## src/rtl/conv_seq_pkg.sv

```systemverilog
package conv_seq_pkg;
  localparam int REG_W  = 32;
  localparam int SEL_W  = 5;
  localparam int N_SU   = 8;
  localparam int SU_W   = $clog2(N_SU);
  localparam int GAIN_W = 3;
  localparam int FILT_W = 3;
  localparam int ODR_W  = 11;
  localparam int REF_W  = 2;

  typedef struct packed {
    logic [SU_W-1:0]  su;
    logic [SEL_W-1:0] neg;
    logic [SEL_W-1:0] pos;
    logic             en;
  } ch_entry_t;

  typedef struct packed {
    logic [REF_W-1:0]  refsel;
    logic              buf_en;
    logic [ODR_W-1:0]  odr;
    logic [FILT_W-1:0] filt;
    logic [GAIN_W-1:0] gain;
  } setup_t;

  localparam int CH_BITS = $bits(ch_entry_t);
  localparam int SU_BITS = $bits(setup_t);

  function automatic ch_entry_t ch_unpack(logic [REG_W-1:0] w);
    return ch_entry_t'(w[CH_BITS-1:0]);
  endfunction

  function automatic logic [REG_W-1:0] ch_pack(ch_entry_t e);
    return {{(REG_W-CH_BITS){1'b0}}, e};
  endfunction

  function automatic setup_t su_unpack(logic [REG_W-1:0] w);
    return setup_t'(w[SU_BITS-1:0]);
  endfunction

  function automatic logic [REG_W-1:0] su_pack(setup_t s);
    return {{(REG_W-SU_BITS){1'b0}}, s};
  endfunction
endpackage

```

## src/rtl/conv_seq_regs.sv

```systemverilog
module conv_seq_regs
  import conv_seq_pkg::*;
#(
  parameter int N_CH   = 16,
  parameter int CH_W   = $clog2(N_CH),
  parameter int ADDR_W = CH_W + 1
) (
  input  logic                    clk_i,
  input  logic                    rst_ni,
  input  logic                    we_i,
  input  logic [ADDR_W-1:0]       addr_i,
  input  logic [REG_W-1:0]        wdata_i,
  output logic [REG_W-1:0]        rdata_o,
  output ch_entry_t [N_CH-1:0]    ch_tab_o,
  output setup_t [N_SU-1:0]       su_tab_o
);
  logic sel_su;
  assign sel_su = addr_i[ADDR_W-1];

  for (genvar g = 0; g < N_CH; g++) begin : g_ch
    ch_entry_t q;
    always_ff @(posedge clk_i or negedge rst_ni) begin
      if (!rst_ni) q <= '0;
      else if (we_i && !sel_su && addr_i[CH_W-1:0] == CH_W'(g)) q <= ch_unpack(wdata_i);
    end
    assign ch_tab_o[g] = q;
  end

  for (genvar g = 0; g < N_SU; g++) begin : g_su
    setup_t q;
    always_ff @(posedge clk_i or negedge rst_ni) begin
      if (!rst_ni) q <= '0;
      else if (we_i && sel_su && addr_i[SU_W-1:0] == SU_W'(g)) q <= su_unpack(wdata_i);
    end
    assign su_tab_o[g] = q;
  end

  always_comb begin
    if (sel_su) rdata_o = su_pack(su_tab_o[addr_i[SU_W-1:0]]);
    else        rdata_o = ch_pack(ch_tab_o[addr_i[CH_W-1:0]]);
  end
endmodule

```

## src/rtl/conv_seq_pick.sv

```systemverilog
module conv_seq_pick #(
  parameter int N_CH = 16,
  parameter int CH_W = $clog2(N_CH)
) (
  input  logic [N_CH-1:0] en_i,
  input  logic [CH_W-1:0] cursor_i,
  output logic            found_o,
  output logic [CH_W-1:0] idx_o
);
  logic [2*N_CH-1:0] dbl;
  logic [N_CH-1:0]   win;
  logic [CH_W-1:0]   off;
  logic [CH_W:0]     sum;

  // rotate so the cursor sits at bit 0, then take the lowest set bit
  assign dbl = {en_i, en_i} >> cursor_i;
  assign win = dbl[N_CH-1:0];

  always_comb begin
    off = '0;
    for (int i = N_CH - 1; i >= 0; i--) begin
      if (win[i]) off = CH_W'(i);
    end
  end

  assign sum     = {1'b0, cursor_i} + {1'b0, off};
  assign found_o = |en_i;
  assign idx_o   = (sum >= (CH_W+1)'(N_CH)) ? CH_W'(sum - (CH_W+1)'(N_CH)) : sum[CH_W-1:0];
endmodule

```

## src/rtl/conv_seq_fsm.sv

```systemverilog
module conv_seq_fsm
  import conv_seq_pkg::*;
#(
  parameter int N_CH   = 16,
  parameter int CH_W   = $clog2(N_CH),
  parameter int DATA_W = 24
) (
  input  logic                 clk_i,
  input  logic                 rst_ni,
  input  ch_entry_t [N_CH-1:0] ch_tab_i,
  input  setup_t [N_SU-1:0]    su_tab_i,
  input  logic                 pick_found_i,
  input  logic [CH_W-1:0]      pick_idx_i,
  output logic [CH_W-1:0]      cursor_o,
  output logic                 busy_o,
  output logic                 start_o,
  output logic [CH_W-1:0]      ch_o,
  output logic [SEL_W-1:0]     pos_o,
  output logic [SEL_W-1:0]     neg_o,
  output logic [GAIN_W-1:0]    gain_o,
  output logic [FILT_W-1:0]    filt_o,
  output logic [ODR_W-1:0]     odr_o,
  output logic                 buf_o,
  output logic [REF_W-1:0]     ref_o,
  input  logic                 done_i,
  input  logic [DATA_W-1:0]    data_i,
  output logic                 res_valid_o,
  output logic [DATA_W-1:0]    res_data_o,
  output logic [CH_W-1:0]      res_tag_o
);
  typedef enum logic {S_IDLE, S_BUSY} state_e;
  state_e    state_q;
  ch_entry_t sel_ch;
  setup_t    sel_su;
  logic [CH_W-1:0] next_cursor;

  assign sel_ch = ch_tab_i[pick_idx_i];
  assign sel_su = su_tab_i[sel_ch.su];
  assign next_cursor = (ch_o == CH_W'(N_CH - 1)) ? '0 : ch_o + CH_W'(1);

  always_ff @(posedge clk_i or negedge rst_ni) begin
    if (!rst_ni) begin
      state_q     <= S_IDLE;
      cursor_o    <= '0;
      start_o     <= 1'b0;
      ch_o        <= '0;
      pos_o       <= '0;
      neg_o       <= '0;
      gain_o      <= '0;
      filt_o      <= '0;
      odr_o       <= '0;
      buf_o       <= 1'b0;
      ref_o       <= '0;
      res_valid_o <= 1'b0;
      res_data_o  <= '0;
    end else begin
      start_o     <= 1'b0;
      res_valid_o <= 1'b0;
      case (state_q)
        S_IDLE: begin
          if (pick_found_i) begin
            // snapshot: later table writes wait for the next strobe
            start_o <= 1'b1;
            ch_o    <= pick_idx_i;
            pos_o   <= sel_ch.pos;
            neg_o   <= sel_ch.neg;
            gain_o  <= sel_su.gain;
            filt_o  <= sel_su.filt;
            odr_o   <= sel_su.odr;
            buf_o   <= (sel_su.gain != '0) | sel_su.buf_en;
            ref_o   <= sel_su.refsel;
            state_q <= S_BUSY;
          end
        end
        S_BUSY: begin
          if (done_i) begin
            res_valid_o <= 1'b1;
            res_data_o  <= data_i;
            cursor_o    <= next_cursor;
            state_q     <= S_IDLE;
          end
        end
        default: state_q <= S_IDLE;
      endcase
    end
  end

  assign busy_o    = (state_q == S_BUSY);
  assign res_tag_o = ch_o;
endmodule

```

## src/rtl/conv_seq.sv

```systemverilog
module conv_seq
  import conv_seq_pkg::*;
#(
  parameter int  N_CH   = 16,
  parameter int  DATA_W = 24,
  localparam int CH_W   = $clog2(N_CH),
  localparam int ADDR_W = CH_W + 1
) (
  input  logic               clk_i,
  input  logic               rst_ni,
  input  logic               reg_we_i,
  input  logic [ADDR_W-1:0]  reg_addr_i,
  input  logic [REG_W-1:0]   reg_wdata_i,
  output logic [REG_W-1:0]   reg_rdata_o,
  output logic               conv_start_o,
  output logic [CH_W-1:0]    conv_ch_o,
  output logic [SEL_W-1:0]   conv_pos_o,
  output logic [SEL_W-1:0]   conv_neg_o,
  output logic [GAIN_W-1:0]  conv_gain_o,
  output logic [FILT_W-1:0]  conv_filt_o,
  output logic [ODR_W-1:0]   conv_odr_o,
  output logic               conv_buf_o,
  output logic [REF_W-1:0]   conv_ref_o,
  input  logic               conv_done_i,
  input  logic [DATA_W-1:0]  conv_data_i,
  output logic               res_valid_o,
  output logic [DATA_W-1:0]  res_data_o,
  output logic [CH_W-1:0]    res_tag_o
);
  ch_entry_t [N_CH-1:0] ch_tab;
  setup_t [N_SU-1:0]    su_tab;
  logic [N_CH-1:0]      ch_en;
  logic [CH_W-1:0]      cursor;
  logic [CH_W-1:0]      pick_idx;
  logic                 pick_found;
  logic                 seq_busy;

  for (genvar g = 0; g < N_CH; g++) begin : g_en
    assign ch_en[g] = ch_tab[g].en;
  end

  conv_seq_regs #(.N_CH(N_CH), .CH_W(CH_W), .ADDR_W(ADDR_W)) u_regs (
    .clk_i    (clk_i),
    .rst_ni   (rst_ni),
    .we_i     (reg_we_i),
    .addr_i   (reg_addr_i),
    .wdata_i  (reg_wdata_i),
    .rdata_o  (reg_rdata_o),
    .ch_tab_o (ch_tab),
    .su_tab_o (su_tab)
  );

  conv_seq_pick #(.N_CH(N_CH), .CH_W(CH_W)) u_pick (
    .en_i     (ch_en),
    .cursor_i (cursor),
    .found_o  (pick_found),
    .idx_o    (pick_idx)
  );

  conv_seq_fsm #(.N_CH(N_CH), .CH_W(CH_W), .DATA_W(DATA_W)) u_fsm (
    .clk_i        (clk_i),
    .rst_ni       (rst_ni),
    .ch_tab_i     (ch_tab),
    .su_tab_i     (su_tab),
    .pick_found_i (pick_found),
    .pick_idx_i   (pick_idx),
    .cursor_o     (cursor),
    .busy_o       (seq_busy),
    .start_o      (conv_start_o),
    .ch_o         (conv_ch_o),
    .pos_o        (conv_pos_o),
    .neg_o        (conv_neg_o),
    .gain_o       (conv_gain_o),
    .filt_o       (conv_filt_o),
    .odr_o        (conv_odr_o),
    .buf_o        (conv_buf_o),
    .ref_o        (conv_ref_o),
    .done_i       (conv_done_i),
    .data_i       (conv_data_i),
    .res_valid_o  (res_valid_o),
    .res_data_o   (res_data_o),
    .res_tag_o    (res_tag_o)
  );
endmodule

```

## config.mk

```make
export PLATFORM = sky130hd
export DESIGN_NAME = conv_seq
export DESIGN_NICKNAME = d
export VERILOG_FILES = /design/src/rtl/conv_seq_pkg.sv /design/src/rtl/conv_seq_regs.sv /design/src/rtl/conv_seq_pick.sv /design/src/rtl/conv_seq_fsm.sv /design/src/rtl/conv_seq.sv
export SDC_FILE = /design/constraint.sdc
export NUM_CORES = 1
export LEC_CHECK = 0
export ABC_AREA = 1
export BUFFER_PORTS_ARGS = -buffer_cell sky130_fd_sc_hd__buf_2
export CORE_UTILIZATION = 32
export DETAILED_ROUTE_END_ITERATION = 6
export PLACE_DENSITY = 0.6
export SLEW_MARGIN = 20
export SYNTH_ARGS = -nofsm -noshare
export SYNTH_HDL_FRONTEND = slang
export SYNTH_HIERARCHICAL = 1
export SYNTH_SLANG_ARGS = --single-unit
```

## constraint.sdc

```tcl
create_clock -name clk_i -period 3.75 [get_ports clk_i]
set_input_delay 0.5625 -clock clk_i [delete_from_list [all_inputs] [get_ports clk_i]]
set_output_delay 0.5625 -clock clk_i [all_outputs]
set_load 0.05 [all_outputs]
```

* After elaboration in Yosys (flattened, before gate mapping) *
Index checks and enable logic that the tools add are counted.

word-level totals
  register bits = 449
  input port bits = 65
  output and inout port bits = 96
  logic and storage cells = 217

cells by class
  $add $sub $neg = 3
  order comparisons = 5
  equality and inequality tests = 23
  shifts and indexed selects = 1
  multiplexer cells = 33
  bitwise gates (word level) = 2
  reduce and logical (&&, ||, !) cells = 33

operators with widths
  kind                                                                   count
  20-bit binary-select mux with 3-bit select                             2
  14-bit binary-select mux with 4-bit select                             2
  4-bit two-way mux                                                      18
  20-bit two-way mux                                                     3
  4-bit equality test, second input constant                             9
  32-bit by 4-bit >> shifter with 16-bit output                          1
  14-bit two-way mux                                                     2
  1-bit logical AND                                                      26
  4-bit by 3-bit equality test with 1-bit output, second input constant  4
  16-bit OR reduction                                                    1
  3-bit equality test, second input constant                             4
  4-bit by 5-bit < comparator with 1-bit output, second input constant   2
  4-bit by 2-bit equality test with 1-bit output, second input constant  2
  3-bit by 4-bit < comparator with 1-bit output, second input constant   2
  3-bit by 2-bit equality test with 1-bit output, second input constant  2
  4-bit by 4-bit adder with 5-bit output                                 1
  5-bit >= comparator, second input constant                             1
  1-bit two-way mux                                                      5
  4-bit by 1-bit adder with 4-bit output, second input constant          1
  4-bit by 1-bit equality test with 1-bit output, second input constant  1
  4-bit logical NOT                                                      1
  2-bit AND reduction                                                    2
  4-bit by 1-bit subtractor with 4-bit output, second input constant     1
  3-bit by 1-bit equality test with 1-bit output, second input constant  1
  6 further kinds                                                        6

* Logic depth before layout (Yosys ltp) *
  word-level depth = 26
  gate-level depth with buffers = 42
  depth with buffers taken out = 37

* Modules after synthesis *
Netlist, hierarchy kept.

by module, submodules not included
  module         instances  cells an instance  area each (sq um)  sequential area each (sq um)
  conv_seq_regs  1          2249               17569.4            9609.2
  conv_seq_fsm   1          903                5799.3             1626.6
  conv_seq_pick  1          227                1280.0             0.0

* Least setup slack after synthesis *
Ideal clock, no wire load.

  path kind = flip-flop to flip-flop
  start = reg u_fsm.cursor_o[0]
  end = reg u_fsm.odr_o[2]
  setup time = 118 ps
  data arrival time = 3864 ps
  data required time = 3632 ps
  path slack = -232 ps
  cell stages (with the launch flop) = 40
  buffers on the path = 5
  clock period less this slack = 3982 ps
  cell sequence = dfrtp_1 buf_6 inv_8 buf_12 nand2_4 nand3_2 nand3_1 nand2_1 nand2_1 nand2_1 nand2_1 nand2_1 nand2_1 nand2_1 nand2_1 nand2_1 nand2_1 nand2_1 [... 4 more ...] nand2_1 a21oi_2 ha_1 inv_1 fa_1 xnor2_1 clkbuf_1 inv_2 nand3_1 nand3_2 nand2_4 inv_4 buf_6 buf_6 o211ai_1 o211ai_1 nand3_1 nand2_1

between the ends
  cells in the longest elaborated chain, start to end = 24
  elaborated cells between the ends (all ways) = 25
  those cells by class = 2 x add/sub; 1 x order compare; 1 x shift; 21 x mux

RTL lines
  what                                                                                line                 RTL
  start: declaration                                                                  conv_seq_fsm.sv:14   output logic [CH_W-1:0] cursor_o,
  start signal: assignment                                                            conv_seq_fsm.sv:79   cursor_o <= next_cursor;
  32-bit by 4-bit >> shifter with 16-bit output                                       conv_seq_pick.sv:16  assign dbl = {en_i, en_i} >> cursor_i;
  4-bit two-way mux (16 in series)                                                    conv_seq_pick.sv:22  if (win[i]) off = CH_W'(i);
  4-bit by 4-bit adder with 5-bit output *                                            conv_seq_pick.sv:26  assign sum = {1'b0, cursor_i} + {1'b0, off};
  4-bit by 1-bit subtractor with 4-bit output or 5-bit >= comparator (tied branches)  conv_seq_pick.sv:28  assign idx_o = (sum >= (CH_W+1)'(N_CH)) ? CH_W'(sum - (CH_W+1)'(N_CH)) : sum[CH_W-1:0];
  4-bit two-way mux *                                                                 conv_seq_pick.sv:28
  named net pick_idx[2]                                                               conv_seq.sv:34       logic [CH_W-1:0] pick_idx;
  14-bit binary-select mux with 4-bit select *                                        conv_seq_fsm.sv:37   assign sel_ch = ch_tab_i[pick_idx_i];
  14-bit two-way mux (implied by the code) *                                          conv_seq_fsm.sv:37
  20-bit binary-select mux with 3-bit select *                                        conv_seq_fsm.sv:38   assign sel_su = su_tab_i[sel_ch.su];
  20-bit two-way mux (implied by the code) *                                          conv_seq_fsm.sv:38
  end signal: assignment                                                              conv_seq_fsm.sv:69   odr_o <= sel_su.odr;
  end: declaration                                                                    conv_seq_fsm.sv:22   output logic [ODR_W-1:0] odr_o,

Mark *: on every way through the listed nets, which the timed path passes. The rest lies on a longest branch. The select of a mux whose other input is x is not followed.
A chain may end at the register's enable or synchronous reset.

* Worst setup path in the final report *
  start = reg u_fsm.cursor_o[0]
  end = reg u_fsm.filt_o[0]

between the ends
  cells in the longest elaborated chain, start to end = 24
  elaborated cells between the ends (all ways) = 25
  those cells by class = 2 x add/sub; 1 x order compare; 1 x shift; 21 x mux

RTL lines
  what                                                                                line                 RTL
  32-bit by 4-bit >> shifter with 16-bit output                                       conv_seq_pick.sv:16
  4-bit two-way mux (16 in series)                                                    conv_seq_pick.sv:22
  4-bit by 4-bit adder with 5-bit output *                                            conv_seq_pick.sv:26
  4-bit by 1-bit subtractor with 4-bit output or 5-bit >= comparator (tied branches)  conv_seq_pick.sv:28
  4-bit two-way mux *                                                                 conv_seq_pick.sv:28
  named net pick_idx[1]                                                               conv_seq.sv:34
  14-bit binary-select mux with 4-bit select *                                        conv_seq_fsm.sv:37
  14-bit two-way mux (implied by the code) *                                          conv_seq_fsm.sv:37
  20-bit binary-select mux with 3-bit select *                                        conv_seq_fsm.sv:38
  20-bit two-way mux (implied by the code) *                                          conv_seq_fsm.sv:38
  end signal: assignment                                                              conv_seq_fsm.sv:68   filt_o <= sel_su.filt;
  end: declaration                                                                    conv_seq_fsm.sv:21   output logic [FILT_W-1:0] filt_o,

Marks and branches as above.

==> impl_summary.md <==
Clock tree
For the worst-skew pair, the clock arrives at the later sink with an insertion delay of roughly 0.63 ns. The level count of the clock H-tree is 2. Counting the buffers created by CTS gives 52.

The cell sitting at the root of the clock tree is a sky130_fd_sc_hd__clkbuf_16. Clock-pin slew was measured on the worst setup and hold paths at roughly 0.06 ns. The clock passes through at most 3 buffers. The clock sink total is about 450.

The CTS tree is built.

Global route
The first global-routing pass estimated approximately 140,000 µm of wire. The initial antenna violation count is 3. The global-route usage over all layers is 22.7%. Entering global routing, the biggest net connects ~110 pins. The via count of the first global-routing pass came to about 23,000. The total congestion overflow is 0.

Synth
The count of flip-flops with a built-in enable after synthesis is 0. In this run, synthesis produced a sequential element count of ~450. After synthesis, the share of flip-flops with an asynchronous set or reset is 100%. In the synthesized netlist the dominant register cell turns out to be sky130_fd_sc_hd__dfrtp_1.

The sequential element share of the synthesized area is approximately 46%. The mean post-synth cell area is between 7 and 8 µm². The number of synthesis warnings is 6. The synthesized instance count is around 3,400. The combined area of all synthesized cells is 0.0246 mm². The number of distinct standard cells referenced by the synthesized netlist is 46.

Drt
The routed layout has between 20,000 and 25,000 vias. The count of unresolved DRC violations after routing is 0. The count of nets left with antenna violations once routing finished came out at 0. The number of violations reported at the end of detailed-routing iteration 0 is between 2,000 and 2,500. After detailed routing, the number of vias per cell comes to roughly 5.2. In the final routed layout, each cell accounts on average for about 20 µm. Wires add up to 89,600 µm.

The number of detailed-route iterations in the first pass is 6.

Critical path
STA classifies the critical path startpoint as a flop. Of all nets on the critical path, the largest fanout is 20. The cell with the largest stage delay on the worst path is sky130_fd_sc_hd__fa_2. STA classifies the critical path endpoint as a flop. Data on the critical path arrives at its endpoint at 4.71 ns. For the worst setup path, the data required time is 4.23 ns. Counting stages on the worst path, the most repeated cell is sky130_fd_sc_hd__nand2_1. The maximum single-stage delay on the critical path is 0.56 ns. The start-to-end type of the worst setup path is flop to flop.

Placed design
At the placement stage, the worst setup path has a slack of -0.610 ns. Routability-driven placement finished with a final weighted congestion of 0.846. The post-DP HPWL is 53,400 µm. The cell area after placement is 0.0272 mm².

Buffers placed on the I/O ports in this run total around 140.

Outcome
The flow ran to the end, but the final reports show violations. The final reports fail on negative setup slack.

Die
The number of top-level pins is roughly 160. The die height is 280 µm. The die is about 280 µm wide. The number of placement rows is approximately 100. The core footprint is between 0.07 and 0.08 mm². The initial utilization of the core area, before any placement, comes to 32.4%.

The die area is 0.0781 mm².

STA
The worst-case clock skew is slightly above 0.05 ns. The clock period minus worst slack is approximately 4.2 ns. Based on the critical path, the design can be clocked at up to ~240 MHz. The number of pins with negative max-slew slack in the final report is 0. Setup repair after global routing could not meet its margin everywhere. Setup violations remaining at the end of the flow were counted as 31. The final sum of negative setup slack is -11.60 ns. The normalized max-slew margin is ~20%. The final hold violation count is 0. The ratio of final minimum period to clock period is 113%. At the pin with the least slew margin, the transition time is ~1.2 ns. In the post-route analysis, the smallest setup slack over all paths is -0.485 ns.

Layout
Cells with a size suffix above 1 make up between 15 and 20% of the layout. In the final design database the tool counted about 3,600 nets. Leaving out fill and tap cells, the most frequent cells in the layout are sky130_fd_sc_hd__nand2_1, sky130_fd_sc_hd__o21ai_0, sky130_fd_sc_hd__dfrtp_1.

The most common cell after layout, fill and taps aside is sky130_fd_sc_hd__nand2_1. The area growth from synthesis to final layout is 21.6%. The share of the core filled with cells in the final layout is between 30% and 40%. The post-route cell area is approximately 0.030 mm².

Job
The count of maximum capacitance violations is 0.

Hold path
The worst hold-check path type is input pin to flop.
-- per-layer routing --
| layer | track usage (%) | wire, µm |
|---|---|---|
| met5 | 0 | 13 |
| met4 | 7.51 | 2660 |
| met3 | 2.96 | 6860 |
| met2 | 36.9 | 41100 |
| met1 | 31.1 | 39000 |
-- path summary, 6_finish.rpt --
check | cells past startpoint | slack, ns | to | start
worst min register to register | 2 | 0.47 | u_fsm/res_data_o[22] | u_fsm/res_data_o[22]
min in group asynchronous | 2 | 0.57 | u_regs/ch_tab_o[23] | rst_ni
worst min-delay path | 3 | 0.15 | u_fsm/res_data_o[1] | conv_data_i[1]
max in group asynchronous | 3 | 2.20 | u_regs/su_tab_o[2] | rst_ni
worst max-delay path | 38 | -0.48 | u_fsm/filt_o[0] | u_fsm/cursor_o[0]
worst max register to register | 38 | -0.48 | u_fsm/filt_o[0] | u_fsm/cursor_o[0]
-- per-stage QoR --
step,hold WS [ns],cells
6_report,0.149,4593
5_1_grt,0.154,4592
4_1_cts,0.118,4590
3_5_place_dp,0.460,4455
3_3_place_gp,0.456,4455
2_1_floorplan,0.267,3390
-- cell families after synthesis --
logic type / count (synthesis) / synth area share (%)
AOI/OAI and AO/OA: 703 / 15.9
DFF: 449 / 45.6
and+or+nand+nor: 1844 / 31.2
buffers and inverters: 373 / 6.85
other: 1 / 0.0152
adders and majority gates: 5 / 0.284
xor gates and xnor gates: 4 / 0.142
-- layout make-up --
cell class,instances,area (µm²)
antenna,1,2.50
clock buffer,75,1480
clock inverter,20,210
inverter,107,454
fill,7964,46100
timing repair buffer,341,3010
multi-input combinational,2568,12300
tap,1030,1290
sequential,449,11200
timing repair inverter,2,20.0
-- cells in the mapped netlist (10+ instances only) --
cell type / count / area share, %
sky130_fd_sc_hd__nand2_1: 1366 / 21
sky130_fd_sc_hd__o21ai_0: 513 / 10
sky130_fd_sc_hd__dfrtp_1: 449 / 46
sky130_fd_sc_hd__nand3_1: 171 / 3.5
sky130_fd_sc_hd__nor2_1: 161 / 2.5
sky130_fd_sc_hd__clkbuf_1: 152 / 2.3
sky130_fd_sc_hd__inv_1: 90 / 1.4
sky130_fd_sc_hd__buf_2: 71 / 1.4
sky130_fd_sc_hd__o211ai_1: 56 / 1.7
sky130_fd_sc_hd__nand4_1: 35 / 0.89
sky130_fd_sc_hd__o221ai_1: 34 / 1.2
sky130_fd_sc_hd__a21oi_1: 33 / 0.67
sky130_fd_sc_hd__nand2_2: 27 / 0.69
sky130_fd_sc_hd__buf_4: 26 / 0.79
sky130_fd_sc_hd__o21ai_1: 25 / 0.51
sky130_fd_sc_hd__or2_1: 22 / 0.56
sky130_fd_sc_hd__nand3_2: 21 / 0.85
sky130_fd_sc_hd__inv_2: 12 / 0.18
sky130_fd_sc_hd__a31oi_1: 10 / 0.25
sky130_fd_sc_hd__nand3b_1: 10 / 0.30
sky130_fd_sc_hd__or2_2: 10 / 0.25
-- critical path, delay by kind of cell (launching register included) --
| kind | cells | cell delay, ns |
|---|---|---|
| buffers and inverters | 9 | 0.85 |
| adders and majority gates | 2 | 0.74 |
| and+or+nand+nor | 24 | 1.60 |
| DFF | 1 | 0.43 |
| AOI/OAI and AO/OA | 3 | 0.49 |
-- state kept, by name, summed over array words and instances (netlist names) --
| register | cells |
|---|---|
| u_fsm/buf_o | 1 |
| u_fsm/res_data_o | 24 |
| u_fsm/ch_o | 4 |
| u_fsm/start_o | 1 |
| u_fsm/cursor_o | 4 |
| u_fsm/ref_o | 2 |
| u_fsm/filt_o | 3 |
| u_fsm/busy_o | 1 |
| u_fsm/res_valid_o | 1 |
| u_fsm/neg_o | 5 |
| u_regs/ch_tab_o | 224 |
| u_fsm/gain_o | 3 |
| u_regs/su_tab_o | 160 |
| u_fsm/odr_o | 11 |
| u_fsm/pos_o | 5 |
-- timing repair --
| action | 4_1_cts | 5_1_grt |
|---|---|---|
| hold endpoints to repair | 54 | 0 |
| cloned | 8 | 1 |
| setup endpoints to repair | 31 | 32 |
| buffers inserted | 32 | 1 |
| gates resized for setup | 145 | 18 |
| hold buffers | 1 | 0 |
| pin swaps | 62 | 15 |
Power is left out: the tool's default activity adds up to more than one toggle a clock period on the data nets, which glitch-free logic cannot reach.
